File: src/rtl/lkd_pkg.sv
package lkd_pkg;

    typedef enum logic {
        ST_UNLOCKED = 1'b0,
        ST_LOCKED   = 1'b1
    } lk_state_e;

    typedef struct packed {
        logic valid;   // a comparison ends this cycle
        logic in_win;  // its error is below the window
    } cmp_result_t;

    // window width in reference cycles; the reserved code maps to the widest
    function automatic logic [1:0] win_cycles(input logic [1:0] sel);
        logic [1:0] t;
        case (sel)
            2'd0:    t = 2'd1;
            2'd1:    t = 2'd2;
            default: t = 2'd3;
        endcase
        return t;
    endfunction

endpackage

File: src/rtl/lkd_width_meter.sv
module lkd_width_meter
    import lkd_pkg::*;
#(
    parameter int ERR_W = 4
) (
    input  logic        clk,
    input  logic        rst,
    input  logic        clr,
    input  logic        strobe,
    input  logic        active,
    input  logic [1:0]  win_sel,
    output cmp_result_t result
);
    localparam logic [ERR_W-1:0] ACC_MAX = {ERR_W{1'b1}};

    logic [ERR_W-1:0] acc;
    logic [ERR_W-1:0] cur;
    logic [ERR_W-1:0] limit;

    // width including the present cycle, held at the top value
    always_comb begin
        cur   = (active && acc != ACC_MAX) ? acc + 1'b1 : acc;
        limit = ERR_W'(win_cycles(win_sel));
        result.valid  = strobe;
        result.in_win = (cur < limit);
    end

    always_ff @(posedge clk) begin
        if (rst || clr || strobe) begin
            acc <= '0;
        end else begin
            acc <= cur;
        end
    end

    AST_ACC_RESTART: assert property (@(posedge clk) disable iff (rst)
        (strobe || clr) |=> (acc == '0));

    AST_ACC_NO_WRAP: assert property (@(posedge clk) disable iff (rst)
        (acc == ACC_MAX && !strobe && !clr) |=> (acc == ACC_MAX));

endmodule

File: src/rtl/lkd_hysteresis.sv
module lkd_hysteresis
    import lkd_pkg::*;
#(
    parameter int HYST_N = 63
) (
    input  logic        clk,
    input  logic        rst,
    input  logic        clr,
    input  cmp_result_t result,
    output logic        locked
);
    localparam int               CNT_W = $clog2(HYST_N + 1);
    localparam logic [CNT_W-1:0] LAST  = CNT_W'(HYST_N - 1);
    localparam logic [CNT_W-1:0] CMAX  = {CNT_W{1'b1}};

    lk_state_e        st;
    logic [CNT_W-1:0] run;
    logic             agree;

    // a comparison agrees when it argues for leaving the present state
    always_comb begin
        agree = (st == ST_UNLOCKED) ? result.in_win : !result.in_win;
    end

    always_ff @(posedge clk) begin
        if (rst || clr) begin
            st  <= ST_UNLOCKED;
            run <= '0;
        end else if (result.valid) begin
            if (!agree) begin
                run <= '0;
            end else if (run == LAST) begin
                st  <= (st == ST_LOCKED) ? ST_UNLOCKED : ST_LOCKED;
                run <= '0;
            end else if (run != CMAX) begin
                run <= run + 1'b1;
            end
        end
    end

    assign locked = (st == ST_LOCKED);

    AST_WRITE_UNLOCKS: assert property (@(posedge clk) disable iff (rst)
        clr |=> !locked);

    AST_RUN_BELOW_LIMIT: assert property (@(posedge clk) disable iff (rst)
        run < CNT_W'(HYST_N));

    AST_LOCK_NEEDS_INWIN: assert property (@(posedge clk) disable iff (rst)
        $rose(locked) |-> $past(result.valid && result.in_win));

    AST_UNLOCK_CAUSE: assert property (@(posedge clk) disable iff (rst)
        $fell(locked) |-> $past(clr || (result.valid && !result.in_win)));

endmodule

File: src/rtl/fracn_lock_monitor.sv
module fracn_lock_monitor
    import lkd_pkg::*;
#(
    parameter int ERR_W  = 4,
    parameter int HYST_N = 63
) (
    input  logic       clk,
    input  logic       rst,
    input  logic       cmp_strobe,
    input  logic       pd_up,
    input  logic       pd_dn,
    input  logic       mode_analog,
    input  logic [1:0] win_sel,
    input  logic       freq_wr,
    output logic       lock_out
);
    cmp_result_t cmp_res;
    logic        pd_any;
    logic        locked;

    assign pd_any = pd_up | pd_dn;

    lkd_width_meter #(.ERR_W(ERR_W)) u_meter (
        .clk     (clk),
        .rst     (rst),
        .clr     (freq_wr),
        .strobe  (cmp_strobe),
        .active  (pd_any),
        .win_sel (win_sel),
        .result  (cmp_res)
    );

    lkd_hysteresis #(.HYST_N(HYST_N)) u_hyst (
        .clk    (clk),
        .rst    (rst),
        .clr    (freq_wr),
        .result (cmp_res),
        .locked (locked)
    );

    assign lock_out = mode_analog ? pd_any : locked;

    AST_DIGITAL_HOLD: assert property (@(posedge clk) disable iff (rst)
        (!mode_analog && $past(!mode_analog) && !$past(cmp_strobe) && !$past(freq_wr))
        |-> $stable(lock_out));

endmodule

File: config.mk
export PLATFORM = sky130hd
export DESIGN_NAME = fracn_lock_monitor
export DESIGN_NICKNAME = d
export VERILOG_FILES = /design/src/rtl/lkd_pkg.sv /design/src/rtl/lkd_width_meter.sv /design/src/rtl/lkd_hysteresis.sv /design/src/rtl/fracn_lock_monitor.sv
export SDC_FILE = /design/constraint.sdc
export NUM_CORES = 1
export LEC_CHECK = 0
export ABC_CLOCK_PERIOD_IN_PS = 6300
export BUFFER_PORTS_ARGS = -buffer_cell sky130_fd_sc_hd__buf_4
export CELL_PAD_IN_SITES_DETAIL_PLACEMENT = 0
export CELL_PAD_IN_SITES_GLOBAL_PLACEMENT = 1
export CORE_ASPECT_RATIO = 1.2
export CORE_MARGIN = 1
export CORE_UTILIZATION = 44
export DETAILED_ROUTE_END_ITERATION = 10
export PLACE_DENSITY_LB_ADDON = 0.1
export SETUP_SLACK_MARGIN = 0.3
export SYNTH_ARGS = -nofsm -noshare
export SYNTH_HDL_FRONTEND = slang
export SYNTH_HIERARCHICAL = 1
export SYNTH_SLANG_ARGS = --single-unit
export TNS_END_PERCENT = 5
File: constraint.sdc
create_clock -name clk -period 6.3 [get_ports clk]
set_input_delay 0.315 -clock clk [delete_from_list [all_inputs] [get_ports clk]]
set_output_delay 0.315 -clock clk [all_outputs]
set_load 0.1 [all_outputs]
==> results.yml, run 1 <==
global_route:
  grt_max_degree: 9
  gr-usage-all-layers: 0.1809
  grt_pass1_vias: 567
  grt_pass1_wl_um: 2249
  antenna_found_initial: 0
  globalRoute.totalOverflow: 0
clock_tree:
  post_cts_buffers: 0
  cts_buffers: 3
  cts_root_buf: "clkbuf_4"
  cts.htree.levels: 1
  clk_path_buf_depth: 2
  cts_tree: "built"
  clock_latency_ps: 260
  clk_pin_slew_ps: 70
  hold_buffers: 0
  cts_sinks: 11
  cts_resized: 0
power_and_ir_drop:
  max-vdd-ir-drop_mv: 0.1248
  p_total_uw: 141.5
  power_density_mw_per_mm2: 171.7
  leakagePower_nw: 0.3630
final_layout:
  fillers: 145
  num_antenna_cells: 0
  drive_gt1_frac: 0.2198
  finalNetCount: 105
  area_growth_pct: 14.41
worst_setup_path:
  critical-path-top-delay-family: "compound AO/OA/AOI/OAI gates"
  cpMostUsedCell: "ha_1"
  critPathLaunchType: "flop"
  required_ps: 6460
  arrival_ps: 2850
  slowest_delay_ps: 380
  critPathMaxFanout: 6
  crit_path_cell_trace: "ha_1 > and3_1 > o21ai_0 > nand2_1 > ha_1 > o31ai_1 > o211a_1 > xnor2_2 > o41ai_4 > nor2_2 > a32o_1"
  crit_slowest_cell: "o41ai_4"
  end_kind: "flop"
  critPathBufInv: 0
  worstSetupPathType: "flop to flop"
timing:
  setup_viol_count_final: 0
  fin_crit_sh: 0.4284
  slew_headroom: 0.7691
  fin_skew_ps: 0.3799
  fin_setup_tns_ps: 0
  fin_crit_ps: 2699
  rsz0062_at_grt: "false"
  tightest_slew_ps: 345.2
  clock.fmax_ghz: 0.3705
  finalHoldWorstSlack_ps: 369.9
  slew_viol_final: 0
  hold_violations: 0
route:
  first_pass_iters: 2
  top_layer_used: "met4"
  wl_met2_um: 768
  final_antenna_net_count: 0
  routedWlPerCell_um: 12.96
  wl_met3_um: 22
  wl_met1_um: 593
  wl_um: 1400
  drcViolationCount: 0
  drt_iter0_markers: 4
  vias: 624
  viasPerCell: 5.778
synth:
  syn_area_per_cell_um2: 9.009
  postSynthCellCount: 80
  ys_ff_latch: 11
  synthesis.area_um2: 720.7
  yosysWarnings: 6
  syn_nets: 93
  ys_types: 36
  yosysSeqAreaShare: 0.3056
floorplanning:
  chipWidth_um: 38.95
  io_pins: 10
  rows: 15
  core-area_mm2: 0.001483
  start_util: 0.4861
  die-area_mm2: 0.001805
  die_h_um: 46.34
worst_hold_path:
  hold_path.class: "input port to flop"
placed_design:
  port_buffers: 9
  place_congestion: 0.6688
  hpwl_um: 1097
run:
  cap_violations: 0
status:
  status: "finished, final reports clean"
==> worst min-delay path, cell delays in order <==
cell and delay [ps]:
buf_4 90, nor2_1 80, o21a_1 110
==> worst paths after layout <==
kind / startpoint / to / slack [ps] / cells after the start
worst max register to register: u_meter/acc[0] / u_hyst/run[4] / 3600 / 11
worst min-delay path: rst / u_hyst/run[0] / 370 / 3
worst min register to register: u_hyst/run[1] / u_hyst/run[1] / 520 / 2
worst max-delay path: u_meter/acc[0] / u_hyst/run[4] / 3600 / 11
==> through the flow <==
step / cell area [um^2] / util / worst slack (ps) / instances
5_1_grt: 824.5 / 0.5561 / 3404 / 108
3_3_place_gp: 798.3 / 0.5384 / 3615 / 104
2_1_floorplan: 720.7 / - / 3813 / 80
6_report: 824.5 / 0.5561 / 3601 / 108
3_5_place_dp: 798.3 / 0.5384 / 3613 / 104
4_1_cts: 824.5 / 0.5561 / 3583 / 108
==> synth_stat cells (all sizes together) <==
cell type | n | share of area
nand3 | 4 | 0.028
o21a | 1 | 0.010
o31ai | 1 | 0.010
mux2i | 2 | 0.028
a211oi | 1 | 0.010
mux2 | 1 | 0.021
inv | 2 | 0.010
nor2 | 6 | 0.035
o21ai | 6 | 0.042
buf | 2 | 0.016
and2 | 1 | 0.0087
xnor2 | 1 | 0.023
o41ai | 1 | 0.038
and3b | 1 | 0.012
a21oi | 4 | 0.028
nand4 | 1 | 0.0087
nand2b | 1 | 0.0087
or2 | 2 | 0.021
nor3 | 1 | 0.0069
and3 | 5 | 0.043
o211a | 1 | 0.014
nor2b | 1 | 0.0087
o41a | 1 | 0.016
dfxtp | 11 | 0.31
nand4b | 1 | 0.012
a32o | 4 | 0.056
nand2 | 4 | 0.021
ha | 4 | 0.069
a21o | 2 | 0.023
nor3b | 4 | 0.042
or3 | 3 | 0.026
==> area by class of cell <==
| cell class | count | area [um^2] | area share |
|---|---|---|---|
| clock buffer | 4 | 26.28 | 0.03187 |
| multi-input combinational | 65 | 481.7 | 0.5842 |
| sequential | 11 | 220.2 | 0.2671 |
| timing repair buffer | 9 | 67.56 | 0.08194 |
| inverter | 2 | 7.507 | 0.009105 |
| tap | 17 | 21.27 | 0.02580 |
==> where the power goes <==
group / total (mW) / internal (mW) / switching [mW]
logic: 0.0240 / 0.0105 / 0.0135
registers: 0.0709 / 0.0702 / 0.000750
clock network: 0.0467 / 0.0244 / 0.0222
==> cell families after synthesis <==
kind of cell    synth area share
xor+xnor                 0.02258
flops                     0.3056
buf+inv                  0.02603
fa+ha+maj                0.06945
compound gates            0.2466
mux                      0.04861
simple gates              0.2813
==> sequential cells by signal (all words and copies together), names as in the netlist <==
signal         cells
u_meter/acc        4
u_hyst/run         6
u_hyst/locked      1
==> placed cells by master, fill, tap and decap left out, types with 3 or more instances in the layout <==
master,instances
nand3_1,4
o21ai_0,6
a21oi_1,4
buf_4,9
clkbuf_4,3
a32o_1,4
dfxtp_1,11
ha_1,4
nor3b_1,4
and3_1,5
or3_1,3
nor2_1,5
nand2_1,4
==> per-layer routing <==
layer  GRT usage  vias up
met5           0        -
met4      0.1241        0
met3     0.01449        2
met2      0.3433        3
met1      0.1780      292
li1            -      327
Power figures use the tool's default switching activity.
==> run 2: changes to the inputs <==
--- a/config.mk
+++ b/config.mk
@@ -5,13 +5,14 @@
 export SDC_FILE = /design/constraint.sdc
 export NUM_CORES = 1
 export LEC_CHECK = 0
-export ABC_CLOCK_PERIOD_IN_PS = 6300
+export ABC_AREA = 1
+export ABC_CLOCK_PERIOD_IN_PS = 2700
 export BUFFER_PORTS_ARGS = -buffer_cell sky130_fd_sc_hd__buf_4
 export CELL_PAD_IN_SITES_DETAIL_PLACEMENT = 0
 export CELL_PAD_IN_SITES_GLOBAL_PLACEMENT = 1
 export CORE_ASPECT_RATIO = 1.2
 export CORE_MARGIN = 1
-export CORE_UTILIZATION = 44
+export CORE_UTILIZATION = 38
 export DETAILED_ROUTE_END_ITERATION = 10
 export PLACE_DENSITY_LB_ADDON = 0.1
 export SETUP_SLACK_MARGIN = 0.3
==> constraint.sdc (replaced) <==
create_clock -name clk -period 2.7 [get_ports clk]
set_input_delay 0.135 -clock clk [delete_from_list [all_inputs] [get_ports clk]]
set_output_delay 0.135 -clock clk [all_outputs]
set_load 0.1 [all_outputs]
==> results.yml, run 2 <==
final_layout:
  area_growth_pct: 26.75
  layout_common_cells: "nand2_1 (26), nor2_1 (17), inv_1 (15), buf_4 (14), nand3_1 (11)"
  drive_gt1_frac: 0.3214
  seqCellArea_um2: 225.2
  stdcell_area_um2: 996.0
  fillers: 202
  top_register: "u_hyst/run"
  finalNetCount: 154
  multi_input_area_um2: 538.0
  num_antenna_cells: 0
  largest_reg_flops: 6
  layout_commonest_cell: "nand2_1"
power_and_ir_drop:
  p_clk_frac: 0.303
  share_comb_of_total_power: 0.254
  p_total_uw: 379.2
  seqPwrFrac: 0.442
  power.switching_uw: 116.8
  leakagePower_nw: 0.4485
  power_density_mw_per_mm2: 380.7
  p_int_uw: 262.4
  max-vdd-ir-drop_mv: 0.2186
  p_sw_frac: 0.3080
synth:
  async_flop_share: 0
  yosysSeqAreaShare: 0.2803
  postSynthCellCount: 123
  ys_ff_latch: 11
  yosysTopAreaCellShare: 0.2803
  synthTopCellsByArea: "dfxtp_1 (28%), nand2_1 (13%), nor2_1 (9.6%)"
  syn_area_per_cell_um2: 6.388
  synth_flop_cell: "dfxtp_1"
  syn_nets: 136
  synthTopCellsByCount: "nand2_1 (28), nor2_1 (20), inv_1 (17)"
  yosysWarnings: 6
  yosysTopAreaCell: "dfxtp_1"
  synthesis.area_um2: 785.8
  ys_types: 23
  yosysMostFrequentCell: "nand2_1"
  synth_edf_count: 0
worst_setup_path:
  critPathMaxFanout: 6
  arrival_ps: 2400
  slowest_delay_ps: 360
  crit_slowest_cell: "dfxtp_2"
  critPathLaunchType: "flop"
  required_ps: 2870
  end_kind: "flop"
  crit_path_cell_trace: "ha_4 > nand3_2 > nand2_2 > inv_2 > or2_0 > o21ai_2 > inv_2 > ha_4 > inv_2 > a21oi_4 > nor2_4 > inv_1 > nand2_2 > nand2_4 > nand3_4 > nand2_4 > inv_4 > nor2_2 > nor2_2"
  r2r_end: "u_hyst/run[5]"
  timing.rr.start: "u_meter/acc[0]"
  worstSetupPathType: "flop to flop"
  cpMostUsedCell: "inv_2"
  rr_worst_depth: 19
  ff2ff_setup_slack_ps: 470
placed_design:
  port_buffers: 9
  place_congestion: 0.8457
  hpwl_um: 1240
  dpl-instance-area_um2: 869.6
worst_hold_path:
  min_to: "u_hyst/run[2]"
  min_from: "cmp_strobe"
  whs_path_depth: 3
  hold_path.class: "input port to flop"
route:
  drcViolationCount: 2
  viasPerCell: 4.981
  wl_um: 1663
  vias: 792
  first_pass_iters: 7
  routedWlPerCell_um: 10.46
  drt_iter0_markers: 11
  final_antenna_net_count: 0
clock_tree:
  cts_buffers: 3
  cts_sinks: 11
  clk_pin_slew_ps: 70
  cts_tree: "built"
  cts.htree.levels: 1
  hold_buffers: 0
  clock_latency_ps: 270
  clk_path_buf_depth: 2
  cts_root_buf: "clkbuf_4"
floorplanning:
  start_util: 0.4151
  die-area_mm2: 0.002254
  core-area_mm2: 0.001893
  chipWidth_um: 43.51
  rows: 17
  die_h_um: 51.81
  io_pins: 10
timing:
  rsz0062_at_grt: "false"
  fin_setup_tns_ps: 0
  finalHoldWorstSlack_ps: 197.3
  fin_crit_sh: 0.8261
  tightest_slew_ps: 465.7
  clock.fmax_ghz: 0.4483
  slew_viol_final: 0
  fin_skew_ps: 1.709
  slew_headroom: 0.6884
  hold_violations: 0
  fin_crit_ps: 2230
  setup_viol_count_final: 0
global_route:
  gr-usage-all-layers: 0.1725
  grt_pass1_vias: 731
  grt_max_degree: 9
  grt_pass1_wl_um: 2898
  globalRoute.totalOverflow: 0
  antenna_found_initial: 0
run:
  cap_violations: 0
status:
  status: "finished with violations"
  violations: "DRC"
-- run 2: changes by cell type after synthesis, moves of 3 or more --
cell | previous run | this run
o21ai_1 | 0 | 4
nor2_1 | 5 | 20
a32o_1 | 4 | 0
nand3_1 | 4 | 11
and3_1 | 5 | 0
inv_1 | 1 | 17
o21ai_0 | 6 | 2
nand2_2 | 0 | 3
nand2_1 | 4 | 28
nor3b_1 | 4 | 0
-- run 2: metal layers --
layer,part of all wire,global-route usage,up-vias
li1,-,-,418
met1,0.39,0.1663,363
met2,0.57,0.3510,7
met3,0.024,0.02083,4
met4,0.0096,0.07813,0
met5,0,0,-
-- run 2: layout make-up --
class,count,area share
clock buffers,4,0.02638
inverters,20,0.07789
well taps,19,0.02387
repair buffers,14,0.1055
flip-flops and latches,11,0.2261
multi-input cells,91,0.5402
-- run 2: cell families (layout without fill, tap and decap cells) --
group / count (synthesis) / in the layout / share of synthesized area
compound gates: 12 / 12 / 0.08440
simple gates: 75 / 75 / 0.4634
flops: 11 / 11 / 0.2803
fa+ha+maj: 4 / 4 / 0.06370
buf+inv: 21 / 38 / 0.1083
-- run 2: critical path, delay by kind of cell (launching register included) --
family	cells	cell delay, ps
AND/OR/NAND/NOR	10	930
adder cells (fa/ha/maj)	2	410
flip-flops	1	360
buffers and inverters	5	240
AO/OA/AOI/OAI	2	210
-- run 2: power by group through the flow --
stage / Combinational (mW) / Clock, mW / Sequential [mW]
floorplan: 0.0544 / 0 / 0.171
global placement: 0.0733 / 0 / 0.172
detailed placement: 0.0736 / 0 / 0.172
CTS: 0.0795 / 0.124 / 0.168
global route: 0.108 / 0.129 / 0.168
finish: 0.0965 / 0.115 / 0.168
-- run 2: repair_timing --
action,in CTS,in global routing
buffers inserted,2,3
setup endpoints to repair,6,6
cloned,0,0
pin swaps,1,6
resized for setup,6,11
-- run 2: how the worst max path moves through the flow --
stage / startpoint / end
after global routing: u_meter/acc[0] / u_hyst/run[5]
after floorplan: u_meter/acc[0] / u_hyst/run[5]
after detailed placement: u_meter/acc[0] / u_hyst/run[5]
after global placement: u_meter/acc[0] / u_hyst/run[5]
after CTS: u_meter/acc[1] / u_hyst/run[5]
final: u_meter/acc[0] / u_hyst/run[5]
-- run 2: metrics by stage --
stage	worst slack (ps)	instances	utilization
2_1_floorplan	439.2	123	-
3_3_place_gp	263.5	150	0.4594
3_5_place_dp	210.0	150	0.4594
4_1_cts	318.3	156	0.4884
5_1_grt	288.0	159	0.5261
6_report	469.6	159	0.5261
